File: src/rtl/insn_align_pkg.sv
// Shared types for the instruction aligner.
package insn_align_pkg;
    // Opcode length as seen by decode
    typedef enum logic [1:0] {
        LEN_16 = 2'd0,
        LEN_32 = 2'd1,
        LEN_64 = 2'd2
    } len_code_e;
endpackage

File: src/rtl/ia_len_decode.sv
// Length decoder: classifies an opcode from its first parcel.
// Assumes the two top parcel bits flag a long opcode and BUNDLE_BIT
// separates 32-bit opcodes from 64-bit bundles.
module ia_len_decode
    import insn_align_pkg::*;
#(
    parameter int PW         = 16,
    parameter int BUNDLE_BIT = 13,
    parameter int CNT_W      = 4
) (
    input  logic [PW-1:0]    head_i,
    output len_code_e        len_o,
    output logic [CNT_W-1:0] nparc_o
);
    // Map the head parcel to a length code and a parcel count
    always_comb begin
        if (head_i[PW-1:PW-2] != 2'b11) begin
            len_o   = LEN_16;
            nparc_o = CNT_W'(1);
        end else if (!head_i[BUNDLE_BIT]) begin
            len_o   = LEN_32;
            nparc_o = CNT_W'(2);
        end else begin
            len_o   = LEN_64;
            nparc_o = CNT_W'(4);
        end
    end
endmodule

File: src/rtl/ia_line_unpack.sv
// Line unpacker: drops leading parcels of a fetch line and returns the
// remaining parcels, packed toward parcel 0, with their count.
// Assumes parcel 0 occupies the low bits of the line.
module ia_line_unpack #(
    parameter int PW     = 16,
    parameter int LINE_P = 4,
    parameter int CNT_W  = 4,
    parameter int SKIP_W = $clog2(LINE_P)
) (
    input  logic [LINE_P*PW-1:0] line_i,
    input  logic [SKIP_W-1:0]    skip_i,
    output logic [LINE_P*PW-1:0] parcels_o,
    output logic [CNT_W-1:0]     count_o
);
    // Shift out skipped parcels; zeros fill the vacated top
    always_comb begin
        parcels_o = line_i >> (skip_i * PW);
        count_o   = CNT_W'(LINE_P) - CNT_W'(skip_i);
    end
endmodule

File: src/rtl/ia_stage_buf.sv
// Staging buffer: a parcel queue with the oldest parcel at the low end.
// Each cycle it pops a whole opcode and appends the parcels of a line.
// Assumes the caller pushes only when the parcels fit, and pops no more
// parcels than it holds. Slots above the count are kept at zero.
module ia_stage_buf #(
    parameter int PW     = 16,
    parameter int BUF_P  = 8,
    parameter int LINE_P = 4,
    parameter int CNT_W  = 4
) (
    input  logic                 clk,
    input  logic                 rst_n,
    input  logic                 flush_i,
    input  logic                 push_i,
    input  logic [LINE_P*PW-1:0] push_data_i,
    input  logic [CNT_W-1:0]     push_cnt_i,
    input  logic                 pop_i,
    input  logic [CNT_W-1:0]     pop_cnt_i,
    output logic [BUF_P*PW-1:0]  data_o,
    output logic [CNT_W-1:0]     cnt_o
);
    localparam int BUF_W = BUF_P * PW;

    logic [BUF_W-1:0] data_q, data_d, kept, push_ext;
    logic [CNT_W-1:0] cnt_q, cnt_d, pop_eff, base;

    // Remove the issued opcode, then append incoming parcels after the rest
    always_comb begin
        pop_eff  = pop_i ? pop_cnt_i : '0;
        kept     = data_q >> (pop_eff * PW);
        base     = cnt_q - pop_eff;
        push_ext = BUF_W'(push_data_i);
        data_d   = kept | (push_i ? (push_ext << (base * PW)) : '0);
        cnt_d    = base + (push_i ? push_cnt_i : '0);
    end

    // Hold queue contents and count; reset and flush empty it
    always_ff @(posedge clk) begin
        if (!rst_n || flush_i) begin
            data_q <= '0;
            cnt_q  <= '0;
        end else begin
            data_q <= data_d;
            cnt_q  <= cnt_d;
        end
    end

    assign data_o = data_q;
    assign cnt_o  = cnt_q;

    // the buffer never holds more parcels than it has slots
    a_r6_no_overflow: assert property (@(posedge clk) disable iff (!rst_n)
        cnt_q <= CNT_W'(BUF_P));

    // a push arrives only when the whole line fits
    a_r6_push_fits: assert property (@(posedge clk) disable iff (!rst_n)
        push_i |-> (cnt_q + push_cnt_i <= CNT_W'(BUF_P)));

    // an opcode is popped only when all of its parcels are present
    a_r5_pop_complete: assert property (@(posedge clk) disable iff (!rst_n)
        pop_i |-> (pop_cnt_i <= cnt_q));

    // a flush leaves the buffer empty
    a_r8_flush_empties: assert property (@(posedge clk) disable iff (!rst_n)
        flush_i |=> (cnt_q == '0));
endmodule

File: src/rtl/insn_aligner.sv
// Variable-length instruction aligner (top).
// Takes 64-bit fetch lines of densely packed 16/32/64-bit opcodes and
// issues one whole opcode per handshake, left-justified with a length code.
// Assumes the first parcel of the stream after a flush is at flush_off_i.
module insn_aligner
    import insn_align_pkg::*;
#(
    parameter int LINE_W     = 64,
    parameter int PARCEL_W   = 16,
    parameter int BUF_LINES  = 2,
    parameter int BUNDLE_BIT = 13
) (
    input  logic                              clk,
    input  logic                              rst_n,
    input  logic                              flush_i,
    input  logic [$clog2(LINE_W/PARCEL_W)-1:0] flush_off_i,
    input  logic                              line_valid_i,
    output logic                              line_ready_o,
    input  logic [LINE_W-1:0]                 line_data_i,
    output logic                              ins_valid_o,
    input  logic                              ins_ready_i,
    output logic [4*PARCEL_W-1:0]             ins_data_o,
    output logic [1:0]                        ins_len_o
);
    localparam int LINE_P  = LINE_W / PARCEL_W;
    localparam int BUF_P   = BUF_LINES * LINE_P;
    localparam int CNT_W   = $clog2(BUF_P + 1);
    localparam int SKIP_W  = $clog2(LINE_P);
    localparam int MAXOP_P = 4;
    localparam int OUT_W   = MAXOP_P * PARCEL_W;

    logic [SKIP_W-1:0]          skip_q;
    logic [LINE_W-1:0]          in_parcels;
    logic [CNT_W-1:0]           in_cnt;
    logic [BUF_P*PARCEL_W-1:0]  buf_data;
    logic [CNT_W-1:0]           buf_cnt;
    logic [CNT_W-1:0]           head_nparc;
    len_code_e                  head_len;
    logic                       push, pop;

    ia_line_unpack #(
        .PW(PARCEL_W), .LINE_P(LINE_P), .CNT_W(CNT_W), .SKIP_W(SKIP_W)
    ) u_unpack (
        .line_i    (line_data_i),
        .skip_i    (skip_q),
        .parcels_o (in_parcels),
        .count_o   (in_cnt)
    );

    ia_len_decode #(
        .PW(PARCEL_W), .BUNDLE_BIT(BUNDLE_BIT), .CNT_W(CNT_W)
    ) u_len (
        .head_i  (buf_data[PARCEL_W-1:0]),
        .len_o   (head_len),
        .nparc_o (head_nparc)
    );

    ia_stage_buf #(
        .PW(PARCEL_W), .BUF_P(BUF_P), .LINE_P(LINE_P), .CNT_W(CNT_W)
    ) u_buf (
        .clk         (clk),
        .rst_n       (rst_n),
        .flush_i     (flush_i),
        .push_i      (push),
        .push_data_i (in_parcels),
        .push_cnt_i  (in_cnt),
        .pop_i       (pop),
        .pop_cnt_i   (head_nparc),
        .data_o      (buf_data),
        .cnt_o       (buf_cnt)
    );

    // Handshakes: fetch needs a free line's worth of slots, issue needs a whole opcode
    always_comb begin
        line_ready_o = !flush_i && (buf_cnt <= CNT_W'(BUF_P - LINE_P));
        ins_valid_o  = !flush_i && (buf_cnt >= head_nparc);
        push         = line_valid_i && line_ready_o;
        pop          = ins_valid_o && ins_ready_i;
        ins_len_o    = head_len;
    end

    // Left-justify the head opcode, zeroing parcels beyond its length
    for (genvar k = 0; k < MAXOP_P; k++) begin : g_out
        assign ins_data_o[OUT_W-1-k*PARCEL_W -: PARCEL_W] =
            (CNT_W'(k) < head_nparc) ? buf_data[k*PARCEL_W +: PARCEL_W] : '0;
    end

    // Start offset: loaded by flush, used by the first line accepted afterwards
    always_ff @(posedge clk) begin
        if (!rst_n)       skip_q <= '0;
        else if (flush_i) skip_q <= flush_off_i;
        else if (push)    skip_q <= '0;
    end

    // a stalled opcode holds still until taken or flushed
    a_r7_hold_on_stall: assert property (@(posedge clk) disable iff (!rst_n)
        (ins_valid_o && !ins_ready_i && !flush_i) |=>
        (flush_i || (ins_valid_o && $stable(ins_data_o) && $stable(ins_len_o))));

    // a 16-bit opcode leaves the lower 48 bits zero
    a_r3_short_zero_fill: assert property (@(posedge clk) disable iff (!rst_n)
        (ins_valid_o && ins_len_o == 2'd0) |-> (ins_data_o[OUT_W-PARCEL_W-1:0] == '0));

    // the start offset is spent by the first accepted line
    a_r9_offset_once: assert property (@(posedge clk) disable iff (!rst_n)
        (push && !flush_i) |=> (flush_i || skip_q == '0));
endmodule

File: config.mk
export PLATFORM = sky130hd
export DESIGN_NAME = insn_aligner
export DESIGN_NICKNAME = d
export VERILOG_FILES = /design/src/rtl/insn_align_pkg.sv /design/src/rtl/ia_len_decode.sv /design/src/rtl/ia_line_unpack.sv /design/src/rtl/ia_stage_buf.sv /design/src/rtl/insn_aligner.sv
export SDC_FILE = /design/constraint.sdc
export NUM_CORES = 1
export LEC_CHECK = 0
export ABC_AREA = 1
export ABC_CLOCK_PERIOD_IN_PS = 4300
export BUFFER_PORTS_ARGS = -buffer_cell sky130_fd_sc_hd__buf_2
export CELL_PAD_IN_SITES_DETAIL_PLACEMENT = 0
export CELL_PAD_IN_SITES_GLOBAL_PLACEMENT = 1
export CORE_MARGIN = 2
export CORE_UTILIZATION = 36
export DETAILED_ROUTE_END_ITERATION = 10
export PLACE_DENSITY = 0.76
export SETUP_SLACK_MARGIN = 0.2
export SYNTH_ARGS = -nofsm -noshare
export SYNTH_HDL_FRONTEND = slang
export SYNTH_SLANG_ARGS = --single-unit
File: constraint.sdc
create_clock -name clk -period 4.3 [get_ports clk]
set_input_delay 0.86 -clock clk [delete_from_list [all_inputs] [get_ports clk]]
set_output_delay 0.86 -clock clk [all_outputs]
set_load 0.05 [all_outputs]
Word level (Yosys, flattened, before mapping)

Cells that the tools add are included.

Add/subtract/negate cells: 3
$lt $le $gt $ge: 6
Eq/ne operators: 1
Shifts and indexed selects: 3
Mux-type cells: 13
Bitwise gates (word level): 1
Reductions and logical operators: 8

Operators with widths:

| operator            | count |
|---|---|
| $mux 128            | 1 |
| $or 128x128->128    | 1 |
| $shl 64x8->128      | 1 |
| $shr 128x8->128     | 1 |
| $mux 16             | 4 |
| $shr 64x6->64       | 1 |
| $mux 4              | 3 |
| $lt 1x4->1 const A  | 2 |
| $lt 2x4->1 const A  | 2 |
| $mux 2              | 4 |
| $add 4x4->4         | 1 |
| $ge 4x4->1          | 1 |
| $le 4x3->1 const B  | 1 |
| $logic_and 1x1->1   | 4 |
| $sub 3x2->4 const A | 1 |
| $sub 4x4->4         | 1 |
| $mux 3              | 1 |
| $logic_not 1->1     | 2 |
| $ne 2x2->1 const B  | 1 |
| $reduce_bool 2->1   | 1 |
| $logic_or 1x1->1    | 1 |

Register bits after elaboration: 134
Bits of input ports: 71
Output and inout bits: 68

Depth between registers and ports, before layout

Word-level depth: 10
Depth in mapped cells: 27
Mapped depth without buffers: 23

Hierarchy

From an unflattened synthesis, not the netlist that was laid out.

Cell total of the unflattened synthesis: 2360
Area total of the unflattened synthesis: 12684.7 µm²

By module, submodules not included:

| module         | instances | cells an instance | area each (µm²) | sequential area each (µm²) |
|---|---|---|---|---|
| ia_stage_buf   | 1         | 1844              | 10361.2         | 2642.5 |
| ia_line_unpack | 1         | 334               | 1467.7          | 0.0 |
| insn_aligner   | 1         | 174               | 812.0           | 40.0 |
| ia_len_decode  | 1         | 8                 | 43.8            | 0.0 |

Worst setup path after synthesis

Ideal clock, no wire load.

Path kind: register -> register
Start: register u_buf.data_q[15], in the netlist u_buf.data_o[15]
End: register u_buf.cnt_q[2], in the netlist u_buf.cnt_o[2]
Setup time: 70 ps
Data arrival time: 4790 ps
Required time: 4230 ps
Path slack: -561 ps
Cell stages (with the launch flop): 23
Buffers on the path: 5
Clock period less this slack: 4861 ps
Cell sequence: dfxtp_1 > nand2_1 > nor2_1 > inv_2 > clkbuf_1 > ha_1 > inv_1 > nor2_1 > nand2_1 > nand3_2 > nand3_4 > nor2_4 > buf_2 > ha_1 > inv_1 > fa_1 > buf_2 > clkinv_1 > clkbuf_1 > clkbuf_1 > fa_1 > or2_2 > a21oi_1

Cells in the longest elaborated chain, start to end: 8

RTL lines:

| item                   | RTL line            | RTL |
|---|---|---|
| from (decl)            | ia_stage_buf.sv:24  | `logic [BUF_W-1:0] data_q, data_d, kept, push_ext;` |
| from (signal assigned) | ia_stage_buf.sv:43  | `data_q <= data_d;` |
| $ne 2x2->1 *           | ia_len_decode.sv:17 | `if (head_i[PW-1:PW-2] != 2'b11) begin` |
| $mux 4 *               | ia_len_decode.sv:17 |  |
| $ge 4x4->1             | insn_aligner.sv:76  | `ins_valid_o = !flush_i && (buf_cnt >= head_nparc);` |
| $logic_and 1x1->1      | insn_aligner.sv:76  |  |
| $logic_and 1x1->1      | insn_aligner.sv:78  | `pop = ins_valid_o && ins_ready_i;` |
| $mux 4 *               | ia_stage_buf.sv:29  | `pop_eff = pop_i ? pop_cnt_i : '0;` |
| $sub 4x4->4 *          | ia_stage_buf.sv:31  | `base = cnt_q - pop_eff;` |
| $add 4x4->4 *          | ia_stage_buf.sv:34  | `cnt_d = base + (push_i ? push_cnt_i : '0);` |
| to (signal assigned)   | ia_stage_buf.sv:44  | `cnt_q <= cnt_d;` |
| to (decl)              | ia_stage_buf.sv:25  | `logic [CNT_W-1:0] cnt_q, cnt_d, pop_eff, base;` |

Mark *: on every way between the ends. The rest lies on a longest branch, timed or not.
A chain may end at the register's enable or synchronous reset.

Worst setup path in the final report

Start: register u_buf.data_q[15], in the netlist u_buf.data_o[15]
End: register u_buf.data_q[1], in the netlist u_buf.data_o[1]

Cells in the longest elaborated chain, start to end: 10
Elaborated cells on any way between the ends: 11
Those cells by class: 1 x add/sub; 1 x order compare; 1 x eq/ne; 2 x shift; 3 x mux; 1 x bitwise; 2 x reduce/logical

RTL lines:

| item               | RTL line            | RTL |
|---|---|---|
| $ne 2x2->1 *       | ia_len_decode.sv:17 |  |
| $mux 4 *           | ia_len_decode.sv:17 |  |
| $ge 4x4->1         | insn_aligner.sv:76  |  |
| $logic_and 1x1->1  | insn_aligner.sv:76  |  |
| $logic_and 1x1->1  | insn_aligner.sv:78  |  |
| $mux 4 *           | ia_stage_buf.sv:29  |  |
| $sub 4x4->4        | ia_stage_buf.sv:31  |  |
| $shl 64x8->128     | ia_stage_buf.sv:33  | `data_d = kept \| (push_i ? (push_ext << (base * PW)) : '0);` |
| $mux 128           | ia_stage_buf.sv:33  |  |
| $or 128x128->128 * | ia_stage_buf.sv:33  |  |

Marked as above.

==> results list <==
- Pint: 2560 µW
- The final layout contains routed wiring with a total length of between 40000 and 50000 µm.
- Overflow left after global routing: 0
- Of the total synthesized cell area, the portion taken by AND, OR, NAND and NOR gates is 0.473.
* Total inserted antenna cells: 0
* Synthesized-area fraction occupied by adder cells: 0.0134
- I/O Buffers: around 140
* Area growth from synthesis to layout: 13.4%
- Counting flops with an async set or reset pin after synthesis yields a share of 0.
- Count of TritonRoute iterations in the first routing pass: 6
* Dominant combinational cell family by area after synthesis: simple AND/OR/NAND/NOR gates
- Routability-driven placement finished with a final weighted congestion of 0.875.
- The routed design could run at a clock period as short as 3.66 ns.
- STA classifies the critical path endpoint as a register.
* Avg WL per Cell: 16.9 µm
- Of the total power, the share spent switching nets is 0.360.
- Clock skew on the completed layout was measured at 0.0105 ns.
- Die Wd: around 180 µm
* Number of enable-type register cells in the synthesized netlist: 0
- Result of the run: finished clean
- Post-Synthesis Net Count: between 2000 and 2500
- Most used cells in the layout excluding fill and tap cells: sky130_fd_sc_hd__nand2_1, sky130_fd_sc_hd__nand3_1, sky130_fd_sc_hd__nor2_1, sky130_fd_sc_hd__inv_1, sky130_fd_sc_hd__a21oi_1
* Max Buffers Root-to-Sink: 2
- The first global-routing pass estimated a little under 70000 µm of wire.
* Clk network pwr share: 0.390
- Kind of critical path: register to register
- Static leakage power: ~0.0061 µW
- In this run, CTS created clock tree buffers numbering 17.
- In the routed design, unresolved DRC markers number 0.
- Initial antenna violation count: 0
* Top Ports: about 140
* Max-Slew Margin vs Limit: 0.313
- Arrival time reported for the critical path endpoint: around 4 ns
* Routed via count divided by cell count: approximately 5.3
- Net switching power figure: roughly 1400 µW
* Post-synthesis share of cell area spent on xor and xnor gates: 0.00142
* Transition time at the pin with the least slew margin: a little over 1 ns
- Clock-pin slew was measured on the worst setup and hold paths at 0.06 ns.
- The compound-gate portion of the synthesized area was 0.151.
- The number of pins with negative max-slew slack in the final report came to 0.
- Across every metal layer, demand over resource in global routing totals 0.258.
- Path category of the worst min-delay check: register to register
- Hold-fix buffers at CTS: 0
- Critical Path Source Type: register
- Sequential share of the synthesized area: 0.235
- Chip height: roughly 180 µm
* Initial DRC Count: approximately 1500
* Die outline area: roughly 33000 µm²
- CP max FO: 54
- Largest net degree at the start of global routing: 91
- Starting density of the core: 0.364
- Finish-stage setup viols: 0
- Core footprint: roughly 31000 µm²
* CTS H-Tree Depth: 4
- Summing internal, switching and leakage power gives between 3000 and 4000 µW.
* Commonest non-fill, non-tap cell in the layout: sky130_fd_sc_hd__nand2_1
- Number of distinct standard cells referenced by the synthesized netlist: 38
* Mapped cell area: around 11000 µm²
* Mux contribution to synthesized area: 0
- The number of global-route vias before repair is approximately 11000.
* Count of filler cells inserted in the layout: approximately 3500
- In the final layout, the share of cells above drive strength 1 is 0.119.
- For this run, the share of the core covered by cells in the final layout is 0.413.
* Count of nets after finishing: about 2200
* Peak ir drop on the vdd network: around 0.26 mV
- In the synthesized netlist the dominant register cell turns out to be sky130_fd_sc_hd__dfxtp_1.
- Of the total power, combinational logic draws 0.282.
- TritonCTS built the clock tree.
- Fraction of the cycle the final worst path needs: 0.851
* Cells after Synth: 2111
- Dividing total power by cell area gives a power density of 308 nW/µm².
* CTS Sinks: approximately 130
- Post-synthesis area per instance: 5.41 µm²
* Worst skew pair latency: ~0.43 ns
* Number of nets still failing antenna checks after routing: 0
- The share of total power dissipated in sequential elements is 0.328.
- Detailed-route via count: roughly 14000
- The count of final hold-check violations came to 0.
- Timing would allow up to 273 MHz.
- After routing, the total negative slack on setup checks comes to 0 ns.
- Placement Rows: 65
- Final HPWL DP: slightly above 30000 µm
- Yosys reg bits: around 130
- For the worst setup path, the data required time is ~4.7 ns.
- Clock tree synthesis selected as its root buffer the cell sky130_fd_sc_hd__clkbuf_16.
- Warning count from the yosys run: 0
- Setup repair after global routing left no endpoint under its margin.
- The tool flagged a number of max-cap violations equal to 0.
-- synthesized netlist by cell type (all sizes together) (9+ instances only) --
cell type / instances / area share
dfxtp: 134 / 0.23
a21oi: 148 / 0.065
nand3: 312 / 0.14
inv: 180 / 0.059
a31oi: 20 / 0.011
ha: 9 / 0.0099
o211ai: 32 / 0.021
nor3: 29 / 0.013
clkbuf: 85 / 0.028
buf: 85 / 0.038
nand4: 14 / 0.0082
o21ai: 113 / 0.049
or2: 9 / 0.0049
nand2: 667 / 0.22
nor2: 255 / 0.086
-- per-layer routing --
metal  wire length, µm  up-vias  track usage
li1                  -     6854            -
met1             23400     5957        0.446
met2             14900      681        0.305
met3              4700       23       0.0601
met4               331        0       0.0426
met5                 0        -            0
-- final timing paths --
check / startpoint / to / slack [ns] / cells after the start
setup / recovery: u_buf.data_o[15] / u_buf.data_o[1] / 0.64 / 24
hold / removal: u_buf.data_o[114] / u_buf.data_o[114] / 0.47 / 2
setup reg to reg: u_buf.data_o[15] / u_buf.data_o[1] / 0.64 / 24
hold reg to reg: u_buf.data_o[114] / u_buf.data_o[114] / 0.47 / 2
-- cell type report --
type                       count  area [µm²]  area share
tap                          402         503      0.0388
clock inverter                14         175      0.0135
multi-input combinational   1623        7330       0.565
sequential                   134        2690       0.207
clock buffer                  18         439      0.0339
inverter                     184         697      0.0538
timing repair buffer         185        1130      0.0873
-- stage by stage --
| stage | instances | cell area, µm² | hold WS [ns] | setup WS, ns |
|---|---|---|---|---|
| 4_1_cts | 2560 | 13000 | 0.470 | 0.495 |
| 3_3_place_gp | 2528 | 12300 | 0.455 | 0.587 |
| 5_1_grt | 2560 | 13000 | 0.496 | 0.272 |
| 2_1_floorplan | 2111 | 11500 | 0.444 | 0.200 |
| 6_report | 2560 | 13000 | 0.471 | 0.640 |
| 3_5_place_dp | 2528 | 12300 | 0.460 | 0.516 |
-- logic make-up (layout without fill, tap and decap cells) --
| family | after synthesis | in the layout |
|---|---|---|
| xor gates and xnor gates | 1 | 1 |
| adders and majority gates | 11 | 11 |
| and+or+nand+nor | 1291 | 1291 |
| AOI/OAI and AO/OA | 320 | 320 |
| DFF | 134 | 134 |
| buffers and inverters | 354 | 401 |
-- flip-flops by register name, summed over array words and instances, names as in the netlist --
| signal | cells |
|---|---|
| u_buf.cnt_o | 4 |
| u_buf.data_o | 128 |
| skip_q | 2 |
-- repair_timing --
action,in CTS,in global routing
resized for setup,0,2
buffers inserted,0,0
setup endpoints to repair,0,2
endpoints found under the hold margin,0,0
-- worst max-delay path: stages, from the launching register on --
cell	delay, ns
sky130_fd_sc_hd__dfxtp_1	0.36
sky130_fd_sc_hd__nand2_2	0.11
sky130_fd_sc_hd__nor2_4	0.10
sky130_fd_sc_hd__inv_1	0.09
sky130_fd_sc_hd__ha_1	0.31
sky130_fd_sc_hd__nand2_1	0.05
sky130_fd_sc_hd__nand2_1	0.05
sky130_fd_sc_hd__nand2_1	0.07
sky130_fd_sc_hd__nand3_2	0.10
sky130_fd_sc_hd__nand3_4	0.15
sky130_fd_sc_hd__nor2_4	0.13
sky130_fd_sc_hd__inv_2	0.05
sky130_fd_sc_hd__ha_1	0.33
sky130_fd_sc_hd__a21oi_1	0.19
sky130_fd_sc_hd__nand2_1	0.07
sky130_fd_sc_hd__nand2_1	0.06
sky130_fd_sc_hd__nand2_1	0.09
sky130_fd_sc_hd__nor2_4	0.15
sky130_fd_sc_hd__nand2_4	0.19
sky130_fd_sc_hd__clkinv_2	0.11
sky130_fd_sc_hd__buf_12	0.25
sky130_fd_sc_hd__nand3_1	0.26
sky130_fd_sc_hd__nand2_1	0.13
sky130_fd_sc_hd__nor2_1	0.04
sky130_fd_sc_hd__a21oi_1	0.12
-- power groups by stage --
| stage | Clock [µW] | Combinational (µW) | Sequential [µW] |
|---|---|---|---|
| floorplan | 0 | 789 | 1330 |
| global placement | 0 | 1090 | 1340 |
| detailed placement | 0 | 1090 | 1340 |
| CTS | 1570 | 1100 | 1310 |
| global route | 1630 | 1260 | 1320 |
| finish | 1560 | 1130 | 1310 |
(Power assumes the default switching activity.)
